**src/rtl/gpio_mw_pkg.sv**
```systemverilog
// Shared definitions for the masked-write GPIO bank.
// Assumes four ports per bank and a fixed 0x10 spacing between register kinds.
package gpio_mw_pkg;
    localparam int NUM_PORTS   = 4;
    localparam int REG_SPAN    = 128;   // eight kinds * 0x10
    localparam int NUM_STORED  = 3;     // enable, direction, output value

    typedef enum logic [2:0] {
        K_EN   = 3'd0,
        K_DIR  = 3'd1,
        K_VAL  = 3'd2,
        K_IN   = 3'd3,
        K_IST  = 3'd4,
        K_IEN  = 3'd5,
        K_ITY  = 3'd6,
        K_ICLR = 3'd7
    } reg_kind_e;

    typedef struct packed {
        logic      hit;
        logic      masked;
        reg_kind_e kind;
        logic [1:0] port;
    } dec_t;

    function automatic int addr_bits(input int stride, input int upper);
        int top;
        top = (stride > upper + REG_SPAN) ? stride : upper + REG_SPAN;
        return $clog2(top);
    endfunction
endpackage

```
**src/rtl/gpio_mw_dec.sv**
```systemverilog
// Address decoder: classifies a byte address as plain, alias or unmapped,
// and extracts register kind and port. Assumes the alias window does not
// overlap the plain window.
module gpio_mw_dec
    import gpio_mw_pkg::*;
#(
    parameter int ADDR_W    = 8,
    parameter int UPPER_OFS = 128
)(
    input  logic [ADDR_W-1:0] addr,
    output dec_t              dec
);
    localparam logic [ADDR_W:0] SPAN_END = (ADDR_W+1)'(REG_SPAN);
    localparam logic [ADDR_W:0] UP_LO    = (ADDR_W+1)'(UPPER_OFS);
    localparam logic [ADDR_W:0] UP_HI    = (ADDR_W+1)'(UPPER_OFS + REG_SPAN);

    logic              in_plain;
    logic              in_upper;
    logic [ADDR_W-1:0] off;
    logic              unused_off;

    // Window test and offset extraction.
    always_comb begin
        in_plain   = {1'b0, addr} < SPAN_END;
        in_upper   = !in_plain && ({1'b0, addr} >= UP_LO) && ({1'b0, addr} < UP_HI);
        off        = in_upper ? addr - UP_LO[ADDR_W-1:0] : addr;
        dec.kind   = reg_kind_e'(off[6:4]);
        dec.port   = off[3:2];
        dec.masked = in_upper;
        if (in_plain)
            dec.hit = (dec.kind == K_EN) || (dec.kind == K_DIR) ||
                      (dec.kind == K_VAL) || (dec.kind == K_IN);
        else if (in_upper)
            dec.hit = (dec.kind == K_EN) || (dec.kind == K_DIR) || (dec.kind == K_VAL);
        else
            dec.hit = 1'b0;
    end

    assign unused_off = ^{off[1:0], off[ADDR_W-1:7]};
endmodule

```
**src/rtl/gpio_mw_reg.sv**
```systemverilog
// One 8-bit pin register with plain (full) and masked (per-bit) update.
// Assumes wr_plain and wr_mask are never both high.
module gpio_mw_reg #(
    parameter int PINS = 8
)(
    input  logic              clk,
    input  logic              rst_n,
    input  logic              wr_plain,
    input  logic              wr_mask,
    input  logic [2*PINS-1:0] wdata,
    output logic [PINS-1:0]   q
);
    logic [PINS-1:0] sel;
    logic [PINS-1:0] val;

    assign sel = wdata[2*PINS-1:PINS];
    assign val = wdata[PINS-1:0];

    // Register update: full replace or per-pin merge.
    always_ff @(posedge clk) begin
        if (!rst_n)
            q <= '0;
        else if (wr_plain)
            q <= val;
        else if (wr_mask)
            q <= (q & ~sel) | (val & sel);
    end


    plain_replace_chk: assert property (@(posedge clk) disable iff (!rst_n)
        wr_plain |=> q == $past(wdata[PINS-1:0]));

    masked_set_chk: assert property (@(posedge clk) disable iff (!rst_n)
        wr_mask |=> (q & $past(wdata[2*PINS-1:PINS])) ==
                    ($past(wdata[PINS-1:0]) & $past(wdata[2*PINS-1:PINS])));

    masked_keep_chk: assert property (@(posedge clk) disable iff (!rst_n)
        wr_mask |=> ((q ^ $past(q)) & ~$past(wdata[2*PINS-1:PINS])) == '0);

    idle_hold_chk: assert property (@(posedge clk) disable iff (!rst_n)
        !(wr_plain || wr_mask) |=> $stable(q));
endmodule

```
**src/rtl/gpio_mw_sync.sv**
```systemverilog
// Two-flop synchronizer for asynchronous pad inputs.
// Assumes each bit is independent; no multi-bit coherency is given.
module gpio_mw_sync #(
    parameter int W = 32
)(
    input  logic         clk,
    input  logic         rst_n,
    input  logic [W-1:0] d,
    output logic [W-1:0] q
);
    logic [W-1:0] stage1;
    logic [1:0]   warm;

    // Two-stage capture of the pad levels.
    always_ff @(posedge clk) begin
        if (!rst_n) begin
            stage1 <= '0;
            q      <= '0;
        end else begin
            stage1 <= d;
            q      <= stage1;
        end
    end

    // Counts edges since reset, for the latency check only.
    always_ff @(posedge clk) begin
        if (!rst_n)
            warm <= '0;
        else if (warm != 2'd2)
            warm <= warm + 2'd1;
    end


    sync_latency_chk: assert property (@(posedge clk) disable iff (!rst_n)
        (warm == 2'd2) |-> q == $past(d, 2));
endmodule

```
**src/rtl/gpio_mw_bank.sv**
```systemverilog
// Register file for one GPIO bank of four 8-pin ports with masked aliases.
// Assumes a single bank; bank selection happens upstream. Read data is
// registered on bus_rd.
module gpio_mw_bank
    import gpio_mw_pkg::*;
#(
    parameter int PINS        = 8,
    parameter int DATA_W      = 32,
    parameter int BANK_STRIDE = 256,
    parameter int UPPER_OFS   = 128,
    localparam int ADDR_W     = addr_bits(BANK_STRIDE, UPPER_OFS),
    localparam int NPIN       = PINS * NUM_PORTS
)(
    input  logic              clk,
    input  logic              rst_n,
    input  logic [ADDR_W-1:0] bus_addr,
    input  logic [DATA_W-1:0] bus_wdata,
    input  logic              bus_wr,
    input  logic              bus_rd,
    output logic [DATA_W-1:0] bus_rdata,
    input  logic [NPIN-1:0]   pad_in,
    output logic [NPIN-1:0]   pad_out,
    output logic [NPIN-1:0]   pad_oe
);
    dec_t            dec;
    logic [PINS-1:0] regq [NUM_STORED][NUM_PORTS];
    logic [NPIN-1:0] in_sync;
    logic [PINS-1:0] rd_val;
    logic            unused_wdata;

    gpio_mw_dec #(.ADDR_W(ADDR_W), .UPPER_OFS(UPPER_OFS)) dec_i (
        .addr (bus_addr),
        .dec  (dec)
    );

    gpio_mw_sync #(.W(NPIN)) sync_i (
        .clk   (clk),
        .rst_n (rst_n),
        .d     (pad_in),
        .q     (in_sync)
    );

    for (genvar k = 0; k < NUM_STORED; k++) begin : g_kind
        for (genvar p = 0; p < NUM_PORTS; p++) begin : g_port
            logic sel;
            assign sel = bus_wr && dec.hit && (dec.kind == reg_kind_e'(k)) &&
                         (dec.port == 2'(p));
            gpio_mw_reg #(.PINS(PINS)) reg_i (
                .clk      (clk),
                .rst_n    (rst_n),
                .wr_plain (sel && !dec.masked),
                .wr_mask  (sel && dec.masked),
                .wdata    (bus_wdata[2*PINS-1:0]),
                .q        (regq[k][p])
            );
        end
    end

    for (genvar p = 0; p < NUM_PORTS; p++) begin : g_pad
        assign pad_out[p*PINS +: PINS] = regq[K_VAL][p];
        assign pad_oe[p*PINS +: PINS]  = regq[K_EN][p] & regq[K_DIR][p];
    end

    // Read-data selection for the addressed register.
    always_comb begin
        rd_val = '0;
        if (dec.hit) begin
            if (dec.kind == K_IN)
                rd_val = in_sync[dec.port*PINS +: PINS];
            else
                rd_val = regq[dec.kind][dec.port];
        end
    end

    // Registered read port.
    always_ff @(posedge clk) begin
        if (!rst_n)
            bus_rdata <= '0;
        else if (bus_rd)
            bus_rdata <= {{(DATA_W-PINS){1'b0}}, rd_val};
    end

    assign unused_wdata = ^bus_wdata[DATA_W-1:2*PINS];


    unmapped_zero_chk: assert property (@(posedge clk) disable iff (!rst_n)
        (bus_rd && !dec.hit) |=> bus_rdata == '0);

    rdata_hold_chk: assert property (@(posedge clk) disable iff (!rst_n)
        !bus_rd |=> $stable(bus_rdata));

    pad_oe_gate_chk: assert property (@(posedge clk) disable iff (!rst_n)
        (pad_oe & ~{regq[K_EN][3], regq[K_EN][2], regq[K_EN][1], regq[K_EN][0]}) == '0);
endmodule

```
**config.mk**
```make
export PLATFORM = sky130hd
export DESIGN_NAME = gpio_mw_bank
export DESIGN_NICKNAME = d
export VERILOG_FILES = /design/src/rtl/gpio_mw_pkg.sv /design/src/rtl/gpio_mw_dec.sv /design/src/rtl/gpio_mw_reg.sv /design/src/rtl/gpio_mw_sync.sv /design/src/rtl/gpio_mw_bank.sv
export SDC_FILE = /design/constraint.sdc
export NUM_CORES = 1
export LEC_CHECK = 0
export BUFFER_PORTS_ARGS = -buffer_cell sky130_fd_sc_hd__buf_4
export CORE_AREA = 2 2 118 132
export DETAILED_ROUTE_END_ITERATION = 8
export DIE_AREA = 0 0 120 134
export PLACE_DENSITY_LB_ADDON = 0.25
export RECOVER_POWER = 100
export SLEW_MARGIN = 10
export SYNTH_ARGS = -nofsm -noshare
export SYNTH_HDL_FRONTEND = slang
export SYNTH_SLANG_ARGS = --single-unit
```
**constraint.sdc**
```tcl
create_clock -name clk -period 1.7 [get_ports clk]
set_clock_uncertainty 0.15 [all_clocks]
set_input_delay 0.17 -clock clk [delete_from_list [all_inputs] [get_ports clk]]
set_output_delay 0.17 -clock clk [all_outputs]
set_load 0.005 [all_outputs]
```
# Yosys cells after proc, flatten, opt, wreduce, memory -nomap -nowiden
# Cells that the tools add are included.
[classes]
add_sub_neg = 1
magnitude_cmp = 4
n_eq_ne = 6
shift = 1
muxes = 35
n_bitwise = 32
n_reduce_logical = 60
[ops]
columns = ["cell", "n"]
rows = [
  ["8-bit two-way mux", 28],
  ["8-bit AND", 17],
  ["8-bit OR", 12],
  ["32-bit binary-select mux with 2-bit select", 1],
  ["32-bit two-way mux", 2],
  ["1-bit logical AND", 41],
  ["32-bit by 6-bit variable part select with 8-bit output", 1],
  ["2-bit nonzero test", 12],
  ["8-bit binary-select mux with 2-bit select", 1],
  ["8-bit greater-or-equal comparator, second input constant", 1],
  ["8-bit less-than comparator, second input constant", 1],
  ["8-bit NOT", 1],
  ["7-bit two-way mux", 1],
  ["7-bit by 1-bit subtractor with 7-bit output, second input constant", 1],
  ["3-bit by 2-bit == test with 1-bit output, second input constant", 2],
  ["2-bit == test, second input constant", 2],
  ["4-bit by 3-bit greater-or-equal comparator with 1-bit output, second input constant", 1],
  ["3-bit NOT with 4-bit output", 1],
  ["3-bit by 1-bit == test with 1-bit output, second input constant", 1],
  ["3-bit greater-or-equal comparator, second input constant", 1],
  ["3-bit logical NOT", 1],
  ["1-bit logical OR", 3],
  ["2-bit NOT with 3-bit output", 1],
  ["2-bit by 1-bit == test with 1-bit output, second input constant", 1],
  ["other kinds (3)", 5],
]
[totals]
ff_bits = 168
inputBits = 76
out_inout_bits = 96
wordCells = 154

# Logic depth before layout (Yosys ltp)
[logic_depth]
ltp_word = 15
ltp_mapped = 7
mapped_depth_nobuf = 4

# Modules after synthesis
# From an unflattened synthesis, not the netlist that was laid out.
[hier_totals]
cells_unflattened = 918
hier_area_um2 = 8967.4
[modules_own_cells]
columns = ["mod", "n_inst", "cells_per_inst", "area_each_um2", "seq_area_each_um2"]
rows = [
  ["gpio_mw_reg", 12, 44, 420.4, 160.2],
  ["gpio_mw_bank", 1, 248, 2075.7, 160.2],
  ["gpio_mw_sync", 1, 134, 1791.7, 1281.2],
  ["gpio_mw_dec", 1, 8, 55.1, 0.0],
]

# Least setup slack after synthesis
# No wires, ideal clock.
[synth_timing]
path_type = "input -> register"
from = "in bus_addr[5]"
to = "reg bus_rdata[5]"
setup_ps = 122
arrival_time_ps = 1258
required_time_ps = 1428
path_slack_ps = 170
cell_stages = 6
path_buffers = 2
cell_sequence = "buf_6 buf_6 mux2_4 a221o_1 a31oi_1 a21oi_1"
[synth_between]
elab_chain_cells = 13
word_cells_on_any_way = 26
classes_between = "add/sub: 1; order compare: 2; eq/ne: 3; shift: 1; mux: 11; bitwise: 2; reduce/logical: 6"
[synth_lines]
columns = ["item", "line", "source"]
rows = [
  ["start, declared", "gpio_mw_bank.sv:16", "input logic [ADDR_W-1:0] bus_addr,"],
  ["8-bit less-than comparator", "gpio_mw_dec.sv:24", "in_plain = {1'b0, addr} < SPAN_END;"],
  ["1-bit logical NOT", "gpio_mw_dec.sv:25", "in_upper = !in_plain && ({1'b0, addr} >= UP_LO) && ({1'b0, addr} < UP_HI);"],
  ["1-bit logical AND", "gpio_mw_dec.sv:25", ""],
  ["7-bit two-way mux", "gpio_mw_dec.sv:26", "off = in_upper ? addr - UP_LO[ADDR_W-1:0] : addr;"],
  ["3-bit NOT with 4-bit output (implied by the code)", "gpio_mw_bank.sv:71", "rd_val = regq[dec.kind][dec.port];"],
  ["32-bit binary-select mux with 2-bit select", "gpio_mw_bank.sv:71", ""],
  ["32-bit two-way mux (implied by the code) (2 in series)", "gpio_mw_bank.sv:71", ""],
  ["8-bit binary-select mux with 2-bit select", "gpio_mw_bank.sv:71", ""],
  ["8-bit two-way mux (implied by the code) (2 in series)", "gpio_mw_bank.sv:71", ""],
  ["8-bit two-way mux", "gpio_mw_bank.sv:68", "if (dec.kind == K_IN)"],
  ["8-bit two-way mux *", "gpio_mw_bank.sv:67", "if (dec.hit) begin"],
  ["end signal, assigned", "gpio_mw_bank.sv:80", "bus_rdata <= {{(DATA_W-PINS){1'b0}}, rd_val};"],
  ["end, declared", "gpio_mw_bank.sv:20", "output logic [DATA_W-1:0] bus_rdata,"],
]
# Every way passes the cells marked *; elsewhere a longest branch is shown, timed or not. The select of a mux whose other input is x is not followed.
# A chain may end at the register's enable or synchronous reset.

==> flow_summary.json <==
{
  "status": "complete, no violations",
  "drt_iter0_drc": 473,
  "slowest_delay_ns": 0.54,
  "drive_gt1_share_pct": 21.9,
  "drt-wirelength-per-cell_um": 17.0,
  "antenna_found_initial": 0,
  "post_cts_buffers": 0,
  "crit_start": "bus_wdata[11]",
  "fmax_mhz": 617,
  "via_per_inst": 5.38,
  "rsz0062_at_grt": "false",
  "die_h_um": 134,
  "p_sw_share_pct": 23.3,
  "synth_top_area_share_pct": 42.2,
  "synth_common_cells": "dfxtp_1 (168), nor2b_1 (98), and2_1 (97), mux2i_1 (96), nand3_1 (80)",
  "nNetsFinal": 1044,
  "cts_root_buf": "clkbuf_16",
  "cts_tree": "done",
  "die-area_um2": 16100,
  "yosysMostFrequentCell": "dfxtp_1",
  "gp_congestion": 0.865,
  "crit_fanout": 12,
  "die_x_um": 120,
  "p_int_mw": 6.79,
  "diodes": 0,
  "postRouteWirelength_um": 20000,
  "path_cells": "dlygate4sd3_1 > clkbuf_4 > nand2b_1 > nand3_1 > mux2i_1 > nor2b_1",
  "crit_slowest_cell": "dlygate4sd3_1",
  "crit_path_end_kind": "register",
  "numClockSinks": 168,
  "fin_crit_ns": 1.62,
  "synthCells": 814,
  "grt_pass1_vias": 6064,
  "insertion_delay_ns": 0.42,
  "grt_max_degree": 62,
  "crit_required_ns": 1.86,
  "slew_headroom_pct": 44.6,
  "tightestPinTransition_ns": 0.831,
  "setup_violations": 0,
  "total_power_mw": 8.86,
  "synthesis.area_um2": 7970,
  "clk_pin_slew_ns": 0.06,
  "cts_hold_buf": 48,
  "synth_seq_cells": 168,
  "area.growth.synth_to_final_pct": 26.6,
  "cts-resized-gates": 0,
  "synth_area_leaders": "dfxtp_1 (42%), mux2i_1 (12%), nor2b_1 (7.7%), and2_1 (7.6%), nand3_1 (5.0%)",
  "r2r_setup_slack_ns": 0.18,
  "start_util_pct": 54.0,
  "htreeDepth": 4,
  "synth_flop_cell": "dfxtp_1",
  "startpoint_type": "primary input",
  "core_area_um2": 14800,
  "period_share_pct": 95.3,
  "utilization_pct": 68.4,
  "synth_cell_types": 38,
  "leakage_nw": 4.38,
  "ys.warnings.count": 0,
  "ant_nets": 0,
  "grt_usage_pct": 24.8,
  "hold_viol_final": 0,
  "grt_overflow": 0,
  "cts-buffers-inserted": 17,
  "p_per_area_nw_per_um2": 878,
  "seqPwrFrac_pct": 45.7,
  "synth_edf_count": 0,
  "design_area_um2": 10100,
  "r2r_end": "bus_rdata[2]",
  "critPathKind": "in -> reg",
  "cts_max_path_buffers": 2,
  "maxCapViolCount": 0,
  "hpwl_um": 13000,
  "rows": 47,
  "min_from": "bus_addr[3]",
  "grt_pass1_wl_um": 31300,
  "min_path_cells": 3,
  "yosysSeqAreaShare_pct": 42.2,
  "cp.arrival_ns": 1.78,
  "hold_class": "in -> reg",
  "nFillCells": 1178,
  "peakVddDrop_uv": 825,
  "route.vias.total": 6326,
  "first_pass_iters": 5,
  "route.detailed.drc": 0,
  "power.switching_mw": 2.06,
  "final-max-slew-violation-count": 0,
  "holdPathEnd": "bus_rdata[1]",
  "ios": 172,
  "portBuffers": 129,
  "async_flop_share_pct": 0,
  "yosys.area.top_type": "dfxtp_1",
  "p_comb_share_pct": 9.6,
  "p_clk_share_pct": 44.7,
  "placed_area_um2": 9080,
  "r2r_cells": 4,
  "syn-mean-instance-area_um2": 9.79
}
## cell families after synthesis
logic type / Yosys count / synth area share, %
multiplexers: 120 / 17.1
AND/OR/NAND/NOR: 310 / 23.5
other: 1 / 0.0471
AO/OA/AOI/OAI: 97 / 8.98
buffers and inverters: 118 / 8.09
flip-flops: 168 / 42.2
## stage by stage
stage / TNS (ns) / std cells / worst slack [ns] / hold slack (ns)
after floorplan: 0 / 837 / 0.170 / 0.147
after global placement: -0.00686 / 1097 / -0.00686 / 0.231
after detailed placement: -0.0480 / 1097 / -0.0264 / 0.231
after CTS: 0 / 1176 / 0.127 / 0.0261
after global routing: 0 / 1176 / 0.0350 / 0.0386
final: 0 / 1176 / 0.0795 / 0.0574
## how the worst max path moves through the flow
stage | endpoint | slack (ns)
after floorplan | bus_rdata[5] | 0.17
after CTS | register | 0.13
after global placement | bus_rdata[3] | -0.007
final | register | 0.08
after global routing | register | 0.04
after detailed placement | bus_rdata[2] | -0.03
## placed cells by master (no fill, tap or decap), types with 9 or more instances in the layout
cell / synthesis / layout
clkbuf_16: 0 / 17
o221ai_1: 16 / 16
nand3_1: 80 / 80
nor2b_1: 98 / 98
nand4_1: 16 / 16
a221o_1: 16 / 16
o21ai_0: 24 / 24
conb_1: 1 / 24
a21boi_0: 6 / 16
and2_1: 97 / 54
dfxtp_1: 168 / 168
inv_1: 17 / 17
nand2b_1: 9 / 9
and2_0: 0 / 43
mux2i_1: 96 / 96
buf_4: 28 / 102
clkbuf_4: 0 / 43
dlygate4sd3_1: 0 / 48
## power groups by stage
| stage | Combinational [mW] | Sequential (mW) | Clock [mW] |
|---|---|---|---|
| 2_1_floorplan | 0.503 | 4.13 | 0 |
| 3_3_place_gp | 0.755 | 4.14 | 0 |
| 3_5_place_dp | 0.760 | 4.14 | 0 |
| 4_1_cts | 0.849 | 4.05 | 4.01 |
| 5_1_grt | 0.905 | 4.06 | 4.19 |
| 6_report | 0.848 | 4.05 | 3.96 |
## area by class of cell
type / count / area, um2 / share of cell area (%)
Multi-Input combinational cell: 551 / 4030 / 40.0
Inverter: 18 / 67.6 / 0.670
Sequential cell: 168 / 3360 / 33.3
Clock inverter: 13 / 170 / 1.69
Clock buffer: 18 / 439 / 4.35
Tap cell: 196 / 245 / 2.43
Timing Repair Buffer: 212 / 1770 / 17.6
## worst max-delay path, delay by kind of cell
kind          cells  cell delay [ns]
buf+inv           2             0.68
mux               1             0.25
simple gates      3             0.68
## per-layer routing
metal  track usage (%)  share of wire (%)
met1              31.9                 44
met2              40.7                 48
met3              6.12                6.4
met4              8.43                1.6
met5                 0                  0
(Power assumes the default switching activity.)
